$ cat src/rtl/pcyc_pkg.sv
// Package: shared types for the watchdog power-cycle sequencer.
// Assumes: nothing beyond the standard language.
package pcyc_pkg;
    // Phases of the power-cycle sequence; RUN is normal watchdog operation.
    typedef enum logic [2:0] {
        ST_RUN  = 3'd0,
        ST_TRIP = 3'd1,
        ST_OFF  = 3'd2,
        ST_UP   = 3'd3,
        ST_HOLD = 3'd4
    } seq_state_t;
endpackage

$ cat src/rtl/pcyc_edge.sv
// Kick edge detector: synchronizes the kick input and flags every level
// change, rising or falling, as a one-cycle pulse.
// Assumes: kick levels last at least one clock period.
module pcyc_edge #(
    parameter int SYNC_STAGES = 2
) (
    input  logic clk,
    input  logic rst_n,
    input  logic kick,
    output logic kick_edge
);
    logic [SYNC_STAGES:0] shreg;

    // Shift the kick level through the synchronizer and one history stage.
    always_ff @(posedge clk) begin
        if (!rst_n) shreg <= '0;
        else        shreg <= {shreg[SYNC_STAGES-1:0], kick};
    end

    assign kick_edge = shreg[SYNC_STAGES] ^ shreg[SYNC_STAGES-1];
endmodule

$ cat src/rtl/pcyc_timer.sv
// Timeout counter: counts clock cycles while not held, restarts on a kick
// edge, and flags expiry in the cycle the count reaches limit-1.
// Assumes: limit >= 2; hold covers disable, undervoltage and sequence.
module pcyc_timer #(
    parameter int CNT_W = 10
) (
    input  logic             clk,
    input  logic             rst_n,
    input  logic             hold,
    input  logic             kick_edge,
    input  logic [CNT_W-1:0] limit,
    output logic             expire
);
    logic [CNT_W-1:0] cnt;

    assign expire = !hold && !kick_edge && (cnt >= limit - 1'b1);

    // Advance, clear or hold the timeout count.
    always_ff @(posedge clk) begin
        if (!rst_n)                          cnt <= '0;
        else if (hold || kick_edge || expire) cnt <= '0;
        else                                 cnt <= cnt + 1'b1;
    end
endmodule

$ cat src/rtl/pcyc_seq.sv
// Power-cycle sequencer: on expire, asserts reset, drops all enables for
// POFF_CYC cycles, restores them one per STEP_CYC in index order, then
// holds reset for RP_CYC cycles before returning to RUN.
// Assumes: all interval parameters are at least 1; N_REG >= 2.
module pcyc_seq
    import pcyc_pkg::*;
#(
    parameter int N_REG    = 3,
    parameter int POFF_CYC = 12,
    parameter int STEP_CYC = 4,
    parameter int RP_CYC   = 6
) (
    input  logic             clk,
    input  logic             rst_n,
    input  logic             expire,
    output logic             running,
    output logic             seq_rst_n,
    output logic [N_REG-1:0] en
);
    localparam int MAX_A = (POFF_CYC > STEP_CYC) ? POFF_CYC : STEP_CYC;
    localparam int MAX_C = (MAX_A > RP_CYC) ? MAX_A : RP_CYC;
    localparam int TW    = $clog2(MAX_C + 1);
    localparam int IDX_W = (N_REG > 1) ? $clog2(N_REG) : 1;

    seq_state_t       state;
    logic [TW-1:0]    tmr;
    logic [IDX_W-1:0] idx;

    // Walk through the sequence phases and their interval timer.
    always_ff @(posedge clk) begin
        if (!rst_n) begin
            state <= ST_RUN;
            tmr   <= '0;
            idx   <= '0;
        end else begin
            case (state)
                ST_RUN: begin
                    tmr <= '0;
                    idx <= '0;
                    if (expire) state <= ST_TRIP;
                end
                ST_TRIP: begin
                    tmr   <= '0;
                    state <= ST_OFF;
                end
                ST_OFF: begin
                    if (tmr == TW'(POFF_CYC - 1)) begin
                        tmr   <= '0;
                        idx   <= '0;
                        state <= ST_UP;
                    end else begin
                        tmr <= tmr + 1'b1;
                    end
                end
                ST_UP: begin
                    if (tmr == TW'(STEP_CYC - 1)) begin
                        tmr <= '0;
                        if (idx == IDX_W'(N_REG - 1)) state <= ST_HOLD;
                        else                          idx   <= idx + 1'b1;
                    end else begin
                        tmr <= tmr + 1'b1;
                    end
                end
                ST_HOLD: begin
                    if (tmr == TW'(RP_CYC - 1)) begin
                        tmr   <= '0;
                        state <= ST_RUN;
                    end else begin
                        tmr <= tmr + 1'b1;
                    end
                end
                default: state <= ST_RUN;
            endcase
        end
    end

    assign running   = (state == ST_RUN);
    assign seq_rst_n = (state == ST_RUN);

    // One enable per regulator: on outside the off/ramp phases, and during
    // the ramp once the step index has reached it.
    for (genvar i = 0; i < N_REG; i++) begin : g_en
        assign en[i] = (state == ST_RUN) || (state == ST_TRIP) ||
                       (state == ST_HOLD) ||
                       ((state == ST_UP) && (idx >= IDX_W'(i)));
    end
endmodule

$ cat src/rtl/pcyc_watchdog.sv
// Top: secondary watchdog with power-cycle recovery. Selects the monitored
// undervoltage line, decodes the timeout and disable conditions, and ties
// the kick detector, timeout counter and sequencer together.
// Assumes: uv_rail is synchronous to clk; kick may be asynchronous.
module pcyc_watchdog #(
    parameter int N_REG       = 3,
    parameter int N_RAIL      = 4,
    parameter int TMO_BASE    = 8,
    parameter int POFF_CYC    = 12,
    parameter int STEP_CYC    = 4,
    parameter int RP_CYC      = 6,
    parameter int SYNC_STAGES = 2,
    localparam int SEL_W      = $clog2(N_RAIL)
) (
    input  logic              clk,
    input  logic              rst_n,
    input  logic              kick,
    input  logic [N_RAIL-1:0] uv_rail,
    input  logic [SEL_W-1:0]  rail_sel,
    input  logic [2:0]        tmo_sel,
    input  logic              wd_off,
    output logic              rst_out_n,
    output logic [N_REG-1:0]  reg_en
);
    localparam int CNT_W = $clog2(TMO_BASE) + 8;
    localparam logic [2:0] SEL_OFF = 3'd7;

    logic             kick_edge;
    logic             uv_sel;
    logic             disabled;
    logic             running;
    logic             seq_rst_n;
    logic             expire;
    logic             hold;
    logic [CNT_W-1:0] limit;

    assign uv_sel    = uv_rail[rail_sel];
    assign disabled  = wd_off || (tmo_sel == SEL_OFF);
    assign limit     = CNT_W'(TMO_BASE) << tmo_sel;
    assign hold      = !running || uv_sel || disabled;
    assign rst_out_n = seq_rst_n && !uv_sel;

    pcyc_edge #(.SYNC_STAGES(SYNC_STAGES)) u_edge (
        .clk       (clk),
        .rst_n     (rst_n),
        .kick      (kick),
        .kick_edge (kick_edge)
    );

    pcyc_timer #(.CNT_W(CNT_W)) u_timer (
        .clk       (clk),
        .rst_n     (rst_n),
        .hold      (hold),
        .kick_edge (kick_edge),
        .limit     (limit),
        .expire    (expire)
    );

    pcyc_seq #(
        .N_REG    (N_REG),
        .POFF_CYC (POFF_CYC),
        .STEP_CYC (STEP_CYC),
        .RP_CYC   (RP_CYC)
    ) u_seq (
        .clk       (clk),
        .rst_n     (rst_n),
        .expire    (expire),
        .running   (running),
        .seq_rst_n (seq_rst_n),
        .en        (reg_en)
    );
endmodule

$ cat config.mk
export PLATFORM = sky130hd
export DESIGN_NAME = pcyc_watchdog
export DESIGN_NICKNAME = d
export VERILOG_FILES = /design/src/rtl/pcyc_pkg.sv /design/src/rtl/pcyc_edge.sv /design/src/rtl/pcyc_timer.sv /design/src/rtl/pcyc_seq.sv /design/src/rtl/pcyc_watchdog.sv
export SDC_FILE = /design/constraint.sdc
export NUM_CORES = 1
export LEC_CHECK = 0
export BUFFER_PORTS_ARGS = -buffer_cell sky130_fd_sc_hd__buf_2
export CORE_ASPECT_RATIO = 1.25
export CORE_UTILIZATION = 53
export CTS_CLUSTER_SIZE = 10
export DETAILED_ROUTE_END_ITERATION = 12
export GPL_TIMING_DRIVEN = 1
export PLACE_DENSITY_LB_ADDON = 0.12
export SYNTH_ARGS = -nofsm -noshare
export SYNTH_HDL_FRONTEND = slang
export SYNTH_HIERARCHICAL = 1
export SYNTH_SLANG_ARGS = --single-unit
export TNS_END_PERCENT = 100
$ cat constraint.sdc
create_clock -name clk -period 2.9 [get_ports clk]
set_input_delay 0.58 -clock clk [delete_from_list [all_inputs] [get_ports clk]]
set_output_delay 0.58 -clock clk [all_outputs]
set_load 0.02 [all_outputs]
# Word level (Yosys, flattened, before mapping)
# Index checks and enable logic that the tools add are counted.
# W data, S select, Z words.
[classes] eq_ne=15 n_mux=16 magnitude_cmp=5 n_reduce_logical=27 bitwise_logic=2 div=0 multipliers=0 shifts=1 add_sub_neg=4
[ops] operator="$pmux W4 S4" count=1
[ops] operator="$mux W3" count=5
[ops] operator="$pmux W3 S5" count=1
[ops] operator="$mux W4" count=3
[ops] operator="$add A11 B1 Y11 const B" count=1
[ops] operator="$ge A11 B11 Y1" count=1
[ops] operator="$shl A4 B3 Y11 const A" count=1
[ops] operator="$sub A11 B1 Y11 const B" count=1
[ops] operator="$logic_or A1 B1 Y1" count=10
[ops] operator="$ne A2 B1 Y1 const B" count=5
[ops] operator="$eq A3 B2 Y1 const B" count=2
[ops] operator="$eq A3 B3 Y1 const B" count=2
[ops] operator="$logic_and A1 B1 Y1" count=6
[ops] operator="$mux W2" count=3
[ops] operator="$pmux W2 S3" count=1
[ops] operator="$reduce_and A5 Y1" count=1
[ops] operator="$add A4 B1 Y4 const B" count=1
[ops] operator="$eq A4 B2 Y1 const B" count=1
[ops] operator="$eq A4 B3 Y1 const B" count=1
[ops] operator="$eq A4 B4 Y1 const B" count=1
[ops] operator="$ge A2 B1 Y1 const B" count=2
[ops] operator="$logic_not A1 Y1" count=4
[ops] operator="$reduce_and A4 Y1" count=1
[ops] operator="$reduce_bool A4 Y1" count=1
[ops] operator="13 further kinds" count=14
[word_totals] word_cells=75 out_inout_bits=4 inputBits=13 ff_bits=23 latch_bits=0 ram_bits=0 romBits=0 memories=0

# Logic depth before layout (Yosys ltp)
# Gate-level depths: netlist of the first run.
[logic_depth] word_depth=9 mapped_depth=14 ltp_nobuf=14

# Hierarchy
# The synthesis of the first run kept the hierarchy.
[modules_own_cells] mod="pcyc_timer" area_per_inst_um2=962.2 seq_area_each_um2=220.2 cells_each=102 instances=1
[modules_own_cells] mod="pcyc_seq" area_per_inst_um2=603.1 seq_area_each_um2=180.2 cells_each=72 instances=1
[modules_own_cells] mod="pcyc_watchdog" area_per_inst_um2=103.8 seq_area_each_um2=0.0 cells_each=13 instances=1
[modules_own_cells] mod="pcyc_edge" area_per_inst_um2=88.8 seq_area_each_um2=60.1 cells_each=7 instances=1

# Worst setup path before layout of the first run
# Ideal clock, no wire load.
[synth_path] path_type="input to register" from="in tmo_sel[1]" to="reg u_seq.state[0]" slack_ps=-173 t_arrival_ps=3001 required_ps=2828 cell_stages=13 cell_sequence="and3b_1 or4_4 nor2_2 xnor2_1 ha_1 and3_1 nand4_1 o21ai_0 o21a_1 or3_1 a21oi_1 or3_4 mux2i_1"
[synth_between] elab_chain_len=8 elab_cells_between_ends=11 cone_classes="add/sub (1); order compare (1); eq/ne (2); shift (1); reduce/logical (6)"
[synth_lines] element="from (decl)" line="pcyc_watchdog.sv:20" source="input logic [2:0] tmo_sel,"
[synth_lines] element="parallel branches: the longest is 5 deep, another holds $sub A11 B1 Y11"
[synth_lines] element="$logic_and A1 B1 Y1 *" line="pcyc_timer.sv:16" source="assign expire = !hold && !kick_edge && (cnt >= limit - 1'b1);"
[synth_lines] element="named net expire" line="pcyc_watchdog.sv:33" source="logic expire;"
[synth_lines] element="$ne A2 B1 Y1 (no line) *"
[synth_lines] element="$reduce_and A5 Y1 (no line) *"
[synth_lines] element="to (signal assigned)" line="pcyc_seq.sv:32" source="state <= ST_RUN;"
[synth_lines] element="to (signal assigned)" line="pcyc_seq.sv:40" source="if (expire) state <= ST_TRIP;"
[synth_lines] element="to (signal assigned)" line="pcyc_seq.sv:44" source="state <= ST_OFF;"
[synth_lines] element="to (decl)" line="pcyc_seq.sv:25" source="seq_state_t state;"
# Mark *: on every way through the listed nets, which the timed path passes.
# A chain may end at the register's enable or synchronous reset.

# Final worst setup path of the first run
[layout_path] from="in tmo_sel[1]" to="reg u_seq.state[0]"
[layout_between] elab_cells_between_ends=11 cone_classes="add/sub (1); order compare (1); eq/ne (2); shift (1); reduce/logical (6)"
[layout_lines] element="$shl A4 B3 Y11" line="pcyc_watchdog.sv:39" source="assign limit = CNT_W'(TMO_BASE) << tmo_sel;"
[layout_lines] element="named net limit[9]" line="pcyc_watchdog.sv:35" source="logic [CNT_W-1:0] limit;"
[layout_lines] element="$sub A11 B1 Y11" line="pcyc_timer.sv:16"
[layout_lines] element="$ge A11 B11 Y1" line="pcyc_timer.sv:16"
[layout_lines] element="$logic_and A1 B1 Y1" line="pcyc_timer.sv:16"
[layout_lines] element="named net expire" line="pcyc_watchdog.sv:33"
[layout_lines] element="$ne A2 B1 Y1 (no line)"
[layout_lines] element="$reduce_and A5 Y1 (no line)"
# The timed path passes the listed nets, and every way through them passes these cells.

==> results of run 1 <==
stage by stage:
stage,setup TNS [ps],instances,area (µm²),setup slack [ps],util
floorplan,-358,201,1790,-134,-
global placement,-1230,259,1960,-421,0.613
detailed placement,-1400,259,1960,-493,0.613
CTS,-291,266,2060,-124,0.646
global route,-742,266,2070,-268,0.648
finish,-382,266,2070,-158,0.648
state kept, by name, summed over array words and instances, names as in the netlist:
name and cells:
u_seq/tmr 4, u_timer/cnt 11, u_seq/idx 2, u_edge/shreg 3, u_seq/state 3
power by group through the flow:
stage / Combinational (mW) / Clock (mW) / Sequential, mW
after floorplan: 0.196 / 0 / 0.338
after global placement: 0.221 / 0 / 0.342
after detailed placement: 0.232 / 0 / 0.342
after CTS: 0.244 / 0.207 / 0.335
after global routing: 0.273 / 0.220 / 0.336
final: 0.248 / 0.201 / 0.334
cells in the final DEF (no fill, tap or decap), types with 3 or more instances in the layout:
master | synthesis | layout
sky130_fd_sc_hd__clkbuf_8 | 0 | 3
sky130_fd_sc_hd__nor3b_1 | 5 | 5
sky130_fd_sc_hd__xnor2_1 | 15 | 15
sky130_fd_sc_hd__or3_1 | 3 | 3
sky130_fd_sc_hd__o21ai_1 | 2 | 3
sky130_fd_sc_hd__and3_1 | 5 | 4
sky130_fd_sc_hd__nand4_1 | 3 | 3
sky130_fd_sc_hd__dfxtp_1 | 23 | 23
sky130_fd_sc_hd__xor2_1 | 7 | 7
sky130_fd_sc_hd__mux2i_1 | 5 | 5
sky130_fd_sc_hd__nand3_1 | 7 | 7
sky130_fd_sc_hd__and2_1 | 3 | 3
sky130_fd_sc_hd__nand2b_1 | 3 | 3
sky130_fd_sc_hd__conb_1 | 1 | 8
sky130_fd_sc_hd__o21ai_0 | 4 | 3
sky130_fd_sc_hd__inv_1 | 9 | 9
sky130_fd_sc_hd__buf_2 | 1 | 13
sky130_fd_sc_hd__nor3_2 | 15 | 15
sky130_fd_sc_hd__nor2_1 | 9 | 9
sky130_fd_sc_hd__ha_1 | 17 | 17
sky130_fd_sc_hd__nand2_1 | 12 | 12
sky130_fd_sc_hd__buf_4 | 3 | 16
cells by family (layout without fill, tap and decap cells):
group	count (synthesis)	count (layout)
AO/OA/AOI/OAI	26	26
XOR/XNOR	22	22
adder cells (fa/ha/maj)	17	17
buffers and inverters	17	45
flip-flops	23	23
multiplexers	6	6
other	1	8
AND/OR/NAND/NOR	82	82
final timing paths:
check	startpoint	to	slack, ps	cells after the start
worst min-delay path	u_edge/shreg[0]	u_edge/shreg[1]	440	1
worst max register to register	u_seq/state[2]	u_seq/state[0]	570	8
worst min register to register	u_edge/shreg[0]	u_edge/shreg[1]	440	1
worst max-delay path	tmo_sel[1]	u_seq/state[0]	-160	14
what timing repair did:
action / CTS / global route
setup buffers: 3 / 0
resized for setup: 10 / 1
gates cloned: 0 / 0
setup endpoints to repair: 3 / 3
pin swaps: 6 / 2
cells in the mapped netlist, types with 2 or more instances:
library cell | n | share of area
sky130_fd_sc_hd__mux2i_1 | 5 | 0.028
sky130_fd_sc_hd__clkbuf_1 | 3 | 0.0064
sky130_fd_sc_hd__xor2_1 | 7 | 0.035
sky130_fd_sc_hd__a211oi_1 | 2 | 0.0085
sky130_fd_sc_hd__ha_1 | 17 | 0.12
sky130_fd_sc_hd__nand3b_1 | 2 | 0.0085
sky130_fd_sc_hd__nand4_1 | 3 | 0.011
sky130_fd_sc_hd__nand2b_1 | 3 | 0.011
sky130_fd_sc_hd__o32ai_1 | 2 | 0.010
sky130_fd_sc_hd__nand2_1 | 12 | 0.026
sky130_fd_sc_hd__and3b_1 | 2 | 0.010
sky130_fd_sc_hd__nor3_2 | 15 | 0.085
sky130_fd_sc_hd__a22oi_1 | 2 | 0.0085
sky130_fd_sc_hd__or3_1 | 3 | 0.011
sky130_fd_sc_hd__buf_4 | 3 | 0.013
sky130_fd_sc_hd__nand3_1 | 7 | 0.020
sky130_fd_sc_hd__a21o_1 | 2 | 0.0085
sky130_fd_sc_hd__xnor2_1 | 15 | 0.075
sky130_fd_sc_hd__dfxtp_1 | 23 | 0.26
sky130_fd_sc_hd__o21ai_1 | 2 | 0.0057
sky130_fd_sc_hd__and3_1 | 5 | 0.018
sky130_fd_sc_hd__a21oi_1 | 3 | 0.0085
sky130_fd_sc_hd__and2_1 | 3 | 0.011
sky130_fd_sc_hd__nor2_1 | 9 | 0.019
sky130_fd_sc_hd__nor3b_1 | 5 | 0.021
sky130_fd_sc_hd__o211ai_1 | 2 | 0.0085
sky130_fd_sc_hd__inv_1 | 9 | 0.019
sky130_fd_sc_hd__nor3_1 | 2 | 0.0057
sky130_fd_sc_hd__o21ai_0 | 4 | 0.011
cell type report:
| cell class | count | area (µm²) | share of cell area |
|---|---|---|---|
| flip-flops and latches | 23 | 460 | 0.222 |
| clock inverters | 1 | 5.00 | 0.00242 |
| multi-input cells | 161 | 1260 | 0.609 |
| well taps | 37 | 46.3 | 0.0224 |
| repair buffers | 32 | 223 | 0.108 |
| inverters | 9 | 33.8 | 0.0163 |
| clock buffers | 3 | 41.3 | 0.0199 |
layer usage:
metal / routed length, µm / up-vias / part of all wire
met5: 0 / - / 0
met1: 1430 / 705 / 0.40
met3: 68 / 12 / 0.019
li1: - / 754 / -
met2: 1980 / 23 / 0.55
met4: 104 / 0 / 0.029
==> results.py, run 1 <==
metrics = {
    "detailed_routing": {
        "post_drt_via_cell_ratio": 5.62,
        "drt_iter0_markers": 34,
        "vias": 1494,
        "drtPass1Iterations": 4,
        "antenna_viol_nets_final": 0,
        "drt-wirelength-per-cell_um": 13.5,
        "routed_wirelength_um": 3580,
        "drt_drc_violations_left": 0,
    },
    "setup_path": {
        "cpLargestDelayFamily": "simple AND/OR/NAND/NOR gates",
        "crit_fanout": 7,
        "worst_setup_path_start_kind": "primary input",
        "cp.buffers_inverters": 1,
        "worstPathRequired_ps": 3090,
        "worst-setup-path-type": "in -> reg",
        "timing.critical_path.slowest_cell_delay_ps": 550,
        "crit_chain": "buf_8, and3b_1, or4_4, nor2_4, xnor2_1, ha_1, and3_4, nand4_1, o21ai_1, o21a_1, or3_1, a21oi_2, or3_4, mux2i_1",
        "worst_ep_arrival_time_ps": 3250,
        "critPathCaptureType": "flop",
        "critical-path-slowest-cell": "sky130_fd_sc_hd__or4_4",
    },
    "sta": {
        "timing.fmax_mhz": 327,
        "fin_crit_ps": 3060,
        "finalCritPeriodShare": 1.05,
        "timing.final.setup_violations": 3,
        "rsz_0062_raised_after_global_routing": "yes",
        "timing.clock.skew_ps": 5.95,
        "setup_ws_ps": -158,
        "final-max-slew-violation-count": 0,
        "fin_hold_ws_ps": 436,
        "finalHoldViolations": 0,
    },
    "grt": {
        "global_route.usage.met1": 0.228,
        "use_met2": 0.463,
        "wire_length_of_the_first_global_routing_pass_um": 6220,
        "via_count_of_the_first_global_routing_pass": 1518,
        "track_usage": 0.237,
        "grt_antenna_before_repair": 0,
        "globalRoute.busiestLayer": "met2",
        "grt_util_met3": 0.0368,
        "grt_max_degree": 18,
        "globalRouteOverflowTotal": 0,
    },
    "yosys": {
        "yosys_register_bits": 23,
        "number_of_synthesized_flops_with_an_enable_pin": 0,
        "synth-compound-area-share": 0.102,
        "synth_xor_area_frac": 0.110,
        "postSynth.asyncResetShare": 0,
        "post_synth_mux_area_share": 0.0413,
        "largest_family_of_logic_cells_by_synthesized_area": "simple AND/OR/NAND/NOR gates",
        "post_synth_inst_count": 194,
        "synth-adder-area-share": 0.121,
        "mappedNetlistArea_mm2": 0.00176,
        "syn_avg_cell_area_um2": 9.06,
        "synth_cell_type_count": 51,
        "synth.yosys.seq_area_share": 0.262,
        "ys.warnings.count": 6,
        "synthFlopType": "sky130_fd_sc_hd__dfxtp_1",
        "yosys.area_share.simple": 0.314,
    },
    "place": {
        "globalplace.congestion": 0.767,
        "numPortBuffers": 16,
        "dpl.hpwl_um": 2730,
    },
    "cts": {
        "cts_tree": "done",
        "clkLatencyLatePin_ps": 270,
        "clock_root_cell": "sky130_fd_sc_hd__clkbuf_8",
        "clk_transition_reported_paths_ps": 80,
        "cts_sinks": 23,
        "cts-buffers-inserted": 3,
        "cts_hold_buf": 0,
        "htree_num_levels": 1,
        "clockBufferDepth": 2,
    },
    "die": {
        "initial_core_util": 0.550,
        "die_y_um": 66.4,
        "row_count": 23,
        "die_w_um": 53.5,
        "core-area_mm2": 0.00319,
        "num_io_pins": 17,
        "die_area_mm2": 0.00355,
    },
    "power_and_ir_drop": {
        "pwr-share-comb": 0.317,
        "power.switching_mw": 0.241,
        "clock_power_share": 0.256,
        "vdd_ir_drop_max_uv": 359,
        "seq_power_share": 0.427,
        "power_density_mw_per_mm2": 378,
        "report.power.total_mw": 0.784,
        "swShare": 0.308,
        "leakage_component_of_the_power_nw": 0.839,
        "power.internal_mw": 0.542,
    },
    "finish": {
        "areaGrowthSynthToFinish_pct": 17.8,
        "final.fill_count": 274,
        "post_route_cells_drive_above_1_share": 0.279,
        "antenna-diode-count": 0,
        "finish.net_count": 260,
    },
    "flow_run": {
        "max-cap-violations": 0,
    },
    "hold_path": {
        "hold_path.class": "reg -> reg",
    },
    "run_status": {
        "status": "complete, but fails checks",
        "failed_checks": "setup timing",
    },
}
(Power assumes the default switching activity.)
==> run 2, diff against run 1 <==
ABC_AREA = 1   (was unset)
CORE_UTILIZATION = 54   (was 53)
PLACE_DENSITY = 0.85   (was unset)
PLACE_DENSITY_LB_ADDON = unset   (was 0.12)
==> run 2 against run 1 <==
  * The run now ends clean
  * Area after synthesis grew 7.9%
  * Clock skew is 0.65 ps lower
  * Sequential power is 22% higher
  * Final area grew 6.9%
  * Hold slack worse by 26 ps
  * Highest routed layer unchanged
  * Flip-flop and latch count unchanged
  * Die area rose by 5.7%
  * Final cell count rose by 35%
  * Clock power decreased by 3%
  * Maximum frequency is 13% higher
  * Critical path depth up 8
  * Via count is 17% higher
==> results.py, run 2 <==
metrics = {
    "finish": {
        "areaGrowthSynthToFinish_pct": 16.8,
        "post_layout_nonfiller_instances": 360,
        "layout_top_registers": "u_timer/cnt: 11 flops, u_seq/tmr: 4 flops",
        "most_frequent_standard_cell_in_the_layout_excluding_fill_and_tap_cells": "sky130_fd_sc_hd__nand2_1",
        "most_flops_register": "u_timer/cnt",
        "largest_register_ff_count": 11,
        "layout.cells.most_common_list": "66 x sky130_fd_sc_hd__nand2_1, 47 x sky130_fd_sc_hd__inv_1, 31 x sky130_fd_sc_hd__nor2_1",
        "final.fill_count": 298,
        "antenna-diode-count": 0,
        "final_core_utilization": 0.675,
        "finish.net_count": 354,
        "post_route_cells_drive_above_1_share": 0.260,
    },
    "yosys": {
        "post-synth-top-count-cell": "sky130_fd_sc_hd__nand2_1",
        "largest_family_of_logic_cells_by_synthesized_area": "simple AND/OR/NAND/NOR gates",
        "synth.yosys.seq_area_share": 0.243,
        "post_synth_mux_area_share": 0,
        "number_of_synthesized_flops_with_an_enable_pin": 0,
        "ys.warnings.count": 6,
        "synth_cell_type_count": 30,
        "synth-compound-area-share": 0.0501,
        "yosys_register_bits": 23,
        "synthFlopType": "sky130_fd_sc_hd__dfxtp_1",
        "synth_top_cell_by_area": "sky130_fd_sc_hd__dfxtp_1",
        "postSynth.asyncResetShare": 0,
        "synth_xor_area_frac": 0.0693,
        "synth-adder-area-share": 0.112,
        "syn_avg_cell_area_um2": 6.56,
        "yosys.area_share.simple": 0.404,
        "synth.top_cells.by_count": "67 x sky130_fd_sc_hd__nand2_1, 49 x sky130_fd_sc_hd__inv_1, 33 x sky130_fd_sc_hd__nor2_1, 23 x sky130_fd_sc_hd__dfxtp_1, 18 x sky130_fd_sc_hd__nor2_2",
        "post-synth-top-area-fraction": 0.243,
        "mappedNetlistArea_mm2": 0.00190,
        "post_synth_inst_count": 289,
        "synth.top_cells.by_area": "sky130_fd_sc_hd__dfxtp_1 24%, sky130_fd_sc_hd__nand2_1 13%, sky130_fd_sc_hd__ha_1 11%",
    },
    "sta": {
        "timing.final.setup_violations": 0,
        "fin_hold_ws_ps": 410,
        "fin_crit_ps": 2710,
        "timing.fmax_mhz": 369,
        "finalHoldViolations": 0,
        "finalCritPeriodShare": 0.934,
        "final-max-slew-violation-count": 0,
        "timing.clock.skew_ps": 5.30,
    },
    "detailed_routing": {
        "post_drt_via_cell_ratio": 4.88,
        "routed-wl-met3_um": 67,
        "drtPass1Iterations": 4,
        "drt_drc_violations_left": 0,
        "drt-wirelength-per-cell_um": 10.4,
        "antenna_viol_nets_final": 0,
        "drt_iter0_markers": 33,
        "wl_met2_um": 2050,
        "routed_wirelength_um": 3740,
        "vias": 1755,
        "maxUsedRoutingLayer": "met4",
        "wirelength_met1_um": 1530,
    },
    "setup_path": {
        "worstPathRequired_ps": 3110,
        "critPathMostFrequentCell": "sky130_fd_sc_hd__nand2_1",
        "worst-setup-path-type": "in -> reg",
        "critPathCaptureType": "flop",
        "timing.critical_path.slowest_cell_delay_ps": 290,
        "reg2reg_to": "u_seq/state[1]",
        "crit_fanout": 6,
        "timing.rr.start": "u_seq/state[0]",
        "crit_chain": "clkbuf_4, nor3_4, nor2_1, nand2_1, nor3_2, nand2_1, xor2_1, ha_1, nand2_1, nor2_2, inv_1, a21oi_2, nor2_1, a21oi_1, inv_1, nand3_2, nand2_2, inv_2, nand3_4, nand2_1, nand2_1, nor2_2",
        "cp-endpoint": "u_seq/state[1]",
        "critical_path.startpoint": "tmo_sel[2]",
        "worst_setup_path_start_kind": "primary input",
        "worst_ep_arrival_time_ps": 2920,
        "worstRegToRegCells": 16,
        "critical-path-slowest-cell": "sky130_fd_sc_hd__ha_1",
        "rrSetupSlack_ps": 990,
    },
    "run_status": {
        "status": "completed",
    },
    "cts": {
        "cts_tree": "done",
        "clk_transition_reported_paths_ps": 80,
        "cts_sinks": 23,
        "htree_num_levels": 1,
        "cts_hold_buf": 0,
        "cts-buffers-inserted": 3,
        "clock_root_cell": "sky130_fd_sc_hd__clkbuf_8",
        "clockBufferDepth": 2,
        "clkLatencyLatePin_ps": 260,
    },
    "place": {
        "dpl.hpwl_um": 2960,
        "numPortBuffers": 16,
        "globalplace.congestion": 0.862,
        "dp_cells": 355,
    },
    "power_and_ir_drop": {
        "leakage_component_of_the_power_nw": 1.11,
        "power_density_mw_per_mm2": 573,
        "vdd_ir_drop_max_uv": 606,
    },
    "grt": {
        "globalRouteOverflowTotal": 0,
        "track_usage": 0.227,
        "grt_max_degree": 13,
        "via_count_of_the_first_global_routing_pass": 1622,
        "grt_antenna_before_repair": 0,
        "wire_length_of_the_first_global_routing_pass_um": 6270,
    },
    "hold_path": {
        "hold_path.class": "reg -> reg",
        "min-delay-start": "u_edge/shreg[0]",
    },
    "die": {
        "die_w_um": 55.0,
        "row_count": 23,
        "num_io_pins": 17,
        "core-area_mm2": 0.00328,
        "die_y_um": 68.3,
        "initial_core_util": 0.578,
        "die_area_mm2": 0.00376,
    },
    "flow_run": {
        "max-cap-violations": 0,
    },
}
run 2: changes by cell type after synthesis, moves of 6 or more:
cell / change
sky130_fd_sc_hd__nor3_1: +6
sky130_fd_sc_hd__nand2_2: +7
sky130_fd_sc_hd__nor3_2: -14
sky130_fd_sc_hd__inv_1: +40
sky130_fd_sc_hd__nand3_1: +6
sky130_fd_sc_hd__nor2_1: +24
sky130_fd_sc_hd__xnor2_1: -8
sky130_fd_sc_hd__nor2_2: +17
sky130_fd_sc_hd__nand2_1: +55
run 2: worst max-delay path: cells and delay by family:
family          cells  cell delay (ps)
simple gates       14             1320
buf+inv             4              380
compound gates      2              220
fa+ha+maj           1              290
xor+xnor            1              150
run 2: final cells by class:
cell class / instances / area, µm² / area share
multi-input combinational: 214 / 1280 / 0.580
tap: 37 / 46.3 / 0.0209
clock buffer: 4 / 45.0 / 0.0203
timing repair buffer: 27 / 170 / 0.0768
inverter: 55 / 208 / 0.0938
sequential: 23 / 460 / 0.208
run 2: worst min path at each step:
stage | end | depth (start not counted) | slack (ps)
after floorplan | u_edge/shreg[1] | 2 | 390
after global placement | u_edge/shreg[1] | 2 | 390
after detailed placement | u_edge/shreg[1] | 2 | 400
after CTS | u_edge/shreg[1] | 2 | 410
after global routing | u_edge/shreg[1] | 2 | 420
final | u_edge/shreg[1] | 2 | 410
run 2: report_power, final:
group | internal [mW] | switching, mW | total, mW
Clock | 0.0980 | 0.0966 | 0.195
Sequential | 0.359 | 0.0485 | 0.408
Combinational | 0.233 | 0.434 | 0.667
Total | 0.690 | 0.579 | 1.27
run 2: metal layers:
metal	track usage	up-vias
li1	-	946
met1	0.242	779
met2	0.428	23
met3	0.0267	7
met4	0.100	0
met5	0	-
run 2: logic make-up (layout without fill, tap and decap cells):
kind of cell,after synthesis,count (layout)
adders and majority gates,17,17
buffers and inverters,57,86
AOI/OAI and AO/OA,16,16
and+or+nand+nor,160,160
other,1,6
DFF,23,23
xor gates and xnor gates,15,15
run 2: stage by stage:
step	TNS, ps	total power, mW	worst slack (ps)	instance area, µm²
after floorplan	0	0.909	193	1920
after global placement	-115	1.01	-58.9	2100
after detailed placement	-158	1.03	-84.6	2100
after CTS	0	1.22	186	2140
after global routing	-22.9	1.38	-17.2	2210
final	0	1.27	190	2210
run 2: what timing repair did:
| item | in CTS | in global routing |
|---|---|---|
| resized for setup | 0 | 18 |
| setup endpoints to repair | 0 | 3 |
| buffers inserted | 0 | 1 |
==> run 3, diff against run 2 <==
==> constraint.sdc (replaced) <==
create_clock -name clk -period 2.9 [get_ports clk]
set_input_delay 0.145 -clock clk [delete_from_list [all_inputs] [get_ports clk]]
set_output_delay 0.145 -clock clk [all_outputs]
set_load 0.02 [all_outputs]
==> run 3 against run 2 <==
  * Sequential share of layout area grew 1.3 points
  * Final cell count decreased by 2.5%
  * Clock skew is 3.0 ps lower
  * Total power shrank 5.0%
  * Utilization down 4.0 points
  * Via count decreased by 3.2%
  * Critical path type unchanged
  * Register-to-register slack better by 20 ps
  * Routed wire length is 9.3% lower
  * Critical endpoint unchanged
  * Clock power down 3%
==> results.py, run 3 (synthesis results as in run 2) <==
metrics = {
    "run_status": {
        "status": "completed",
    },
    "setup_path": {
        "timing.rr.start": "u_seq/state[0]",
        "critical_path.startpoint": "tmo_sel[0]",
        "worst_ep_arrival_time_ps": 2550,
        "critPathMostFrequentCell": "sky130_fd_sc_hd__nor2_1",
        "worstPathRequired_ps": 3060,
        "crit_chain": "buf_2, inv_1, nor3_1, nor2_1, nand2_1, nor2_1, nand2_1, xor2_1, ha_1, nand2_1, nor2_2, inv_1, a21oi_2, nor2_1, a21oi_1, inv_1, nand3_2, nand2_2, inv_2, nand3_2, nor2_1, nor2_2",
        "timing.critical_path.slowest_cell_delay_ps": 390,
        "cp-endpoint": "u_seq/state[1]",
        "cpLargestDelayFamily": "simple AND/OR/NAND/NOR gates",
        "reg2reg_to": "u_seq/state[1]",
        "cp.buffers_inverters": 5,
        "worstRegToRegCells": 15,
        "worst_setup_path_start_kind": "primary input",
        "critPathCaptureType": "flop",
        "critical-path-slowest-cell": "sky130_fd_sc_hd__nor3_1",
        "crit_fanout": 6,
        "rrSetupSlack_ps": 1010,
        "worst-setup-path-type": "in -> reg",
        "cp.depth": 22,
    },
    "finish": {
        "largest_register_ff_count": 11,
        "most_frequent_standard_cell_in_the_layout_excluding_fill_and_tap_cells": "sky130_fd_sc_hd__nand2_1",
        "final.fill_count": 314,
        "antenna-diode-count": 0,
        "post_route_cells_drive_above_1_share": 0.201,
        "layout.cells.most_common_list": "67 x sky130_fd_sc_hd__nand2_1, 49 x sky130_fd_sc_hd__inv_1, 33 x sky130_fd_sc_hd__nor2_1",
        "finish.net_count": 345,
        "areaGrowthSynthToFinish_pct": 9.83,
        "most_flops_register": "u_timer/cnt",
        "layout_top_registers": "u_timer/cnt: 11 flops, u_seq/tmr: 4 flops",
    },
    "cts": {
        "cts-buffers-inserted": 3,
        "cts_setup_buffers": 0,
        "clkLatencyLatePin_ps": 260,
        "htree_num_levels": 1,
        "clock_root_cell": "sky130_fd_sc_hd__clkbuf_8",
        "cts_tree": "done",
        "cts_hold_buf": 0,
        "cts_repair_resize_count": 0,
        "clk_transition_reported_paths_ps": 80,
        "clockBufferDepth": 2,
        "cts_sinks": 23,
    },
    "power_and_ir_drop": {
        "clock_power_share": 0.158,
        "leakage_component_of_the_power_nw": 1.05,
        "power.internal_mw": 0.667,
        "report.power.total_mw": 1.21,
        "vdd_ir_drop_max_uv": 598,
        "seq_power_share": 0.340,
        "swShare": 0.447,
        "power.switching_mw": 0.539,
        "power_density_mw_per_mm2": 579,
        "pwr-share-comb": 0.503,
    },
    "detailed_routing": {
        "post_drt_via_cell_ratio": 4.84,
        "drt-wirelength-per-cell_um": 9.67,
        "drtPass1Iterations": 4,
        "vias": 1698,
        "drt_iter0_markers": 42,
        "drt_drc_violations_left": 0,
        "routed_wirelength_um": 3390,
        "antenna_viol_nets_final": 0,
    },
    "place": {
        "dpl.hpwl_um": 2790,
        "numPortBuffers": 16,
        "globalplace.congestion": 0.918,
        "placement.setup.worst_slack_ps": 266,
    },
    "sta": {
        "timing.fmax_mhz": 417,
        "timing.final.setup_violations": 0,
        "finalCritPeriodShare": 0.826,
        "fin_hold_ws_ps": 78.1,
        "setup_tns_ps": 0,
        "setup_ws_ps": 503,
        "fin_crit_ps": 2400,
        "rsz_0062_raised_after_global_routing": "no",
        "final-max-slew-violation-count": 0,
        "finalHoldViolations": 0,
        "timing.clock.skew_ps": 2.29,
    },
    "grt": {
        "grt_antenna_before_repair": 0,
        "globalRouteOverflowTotal": 0,
        "wire_length_of_the_first_global_routing_pass_um": 6120,
        "grt_max_degree": 13,
        "via_count_of_the_first_global_routing_pass": 1599,
        "track_usage": 0.219,
    },
    "die": {
        "initial_core_util": 0.578,
        "die_w_um": 55.0,
        "die_y_um": 68.3,
        "core-area_mm2": 0.00328,
        "row_count": 23,
        "num_io_pins": 17,
        "die_area_mm2": 0.00376,
    },
    "flow_run": {
        "max-cap-violations": 0,
    },
    "hold_path": {
        "hold_path.class": "in -> reg",
        "min-delay-start": "kick",
    },
}
[run 3: how the worst min path moves through the flow]
stage | end | cells past startpoint
after floorplan | u_edge/shreg[0] | 2
after global placement | u_edge/shreg[0] | 3
after detailed placement | u_edge/shreg[0] | 3
after CTS | u_edge/shreg[0] | 3
after global routing | u_edge/shreg[0] | 3
final | u_edge/shreg[0] | 3
[run 3: power groups by stage]
stage          logic [mW]  clock network, mW  registers [mW]
2_1_floorplan       0.506                  0           0.402
3_3_place_gp        0.586                  0           0.412
3_5_place_dp        0.603                  0           0.415
4_1_cts             0.609              0.199           0.408
5_1_grt             0.700              0.209           0.416
6_report            0.606              0.190           0.410
[run 3: worst register-to-register path, stage by stage, from the launching register on]
cell and delay (ps):
sky130_fd_sc_hd__dfxtp_1 350, sky130_fd_sc_hd__inv_2 100, sky130_fd_sc_hd__nand2_1 110, sky130_fd_sc_hd__nor2_1 140
sky130_fd_sc_hd__nand3b_1 90, sky130_fd_sc_hd__inv_1 60, sky130_fd_sc_hd__nand2_1 40, sky130_fd_sc_hd__or2_1 230
sky130_fd_sc_hd__a21oi_1 120, sky130_fd_sc_hd__inv_1 60, sky130_fd_sc_hd__nand3_2 70, sky130_fd_sc_hd__nand2_2 60
sky130_fd_sc_hd__inv_2 60, sky130_fd_sc_hd__nand3_2 90, sky130_fd_sc_hd__nor2_1 150, sky130_fd_sc_hd__nor2_2 50
[run 3: cell type report]
class / instances / area, µm² / share of cell area
well taps: 37 / 46.3 / 0.0222
multi-input cells: 214 / 1230 / 0.590
repair buffers: 18 / 95.1 / 0.0456
inverters: 55 / 208 / 0.0997
flip-flops and latches: 23 / 460 / 0.221
clock buffers: 4 / 45.0 / 0.0216
[run 3: metal layers]
layer,wire (µm),share of wire,vias up,GRT usage
li1,-,-,931,-
met1,1440,0.42,741,0.233
met2,1810,0.53,22,0.420
met3,92,0.027,4,0.0244
met4,56,0.017,0,0.0813
met5,0,0,-,0
[run 3: metrics by stage]
step,instances,cell area (µm²),util
floorplan,294,1920,-
global placement,347,2040,0.621
detailed placement,347,2040,0.621
CTS,351,2080,0.635
global route,351,2080,0.635
finish,351,2080,0.635
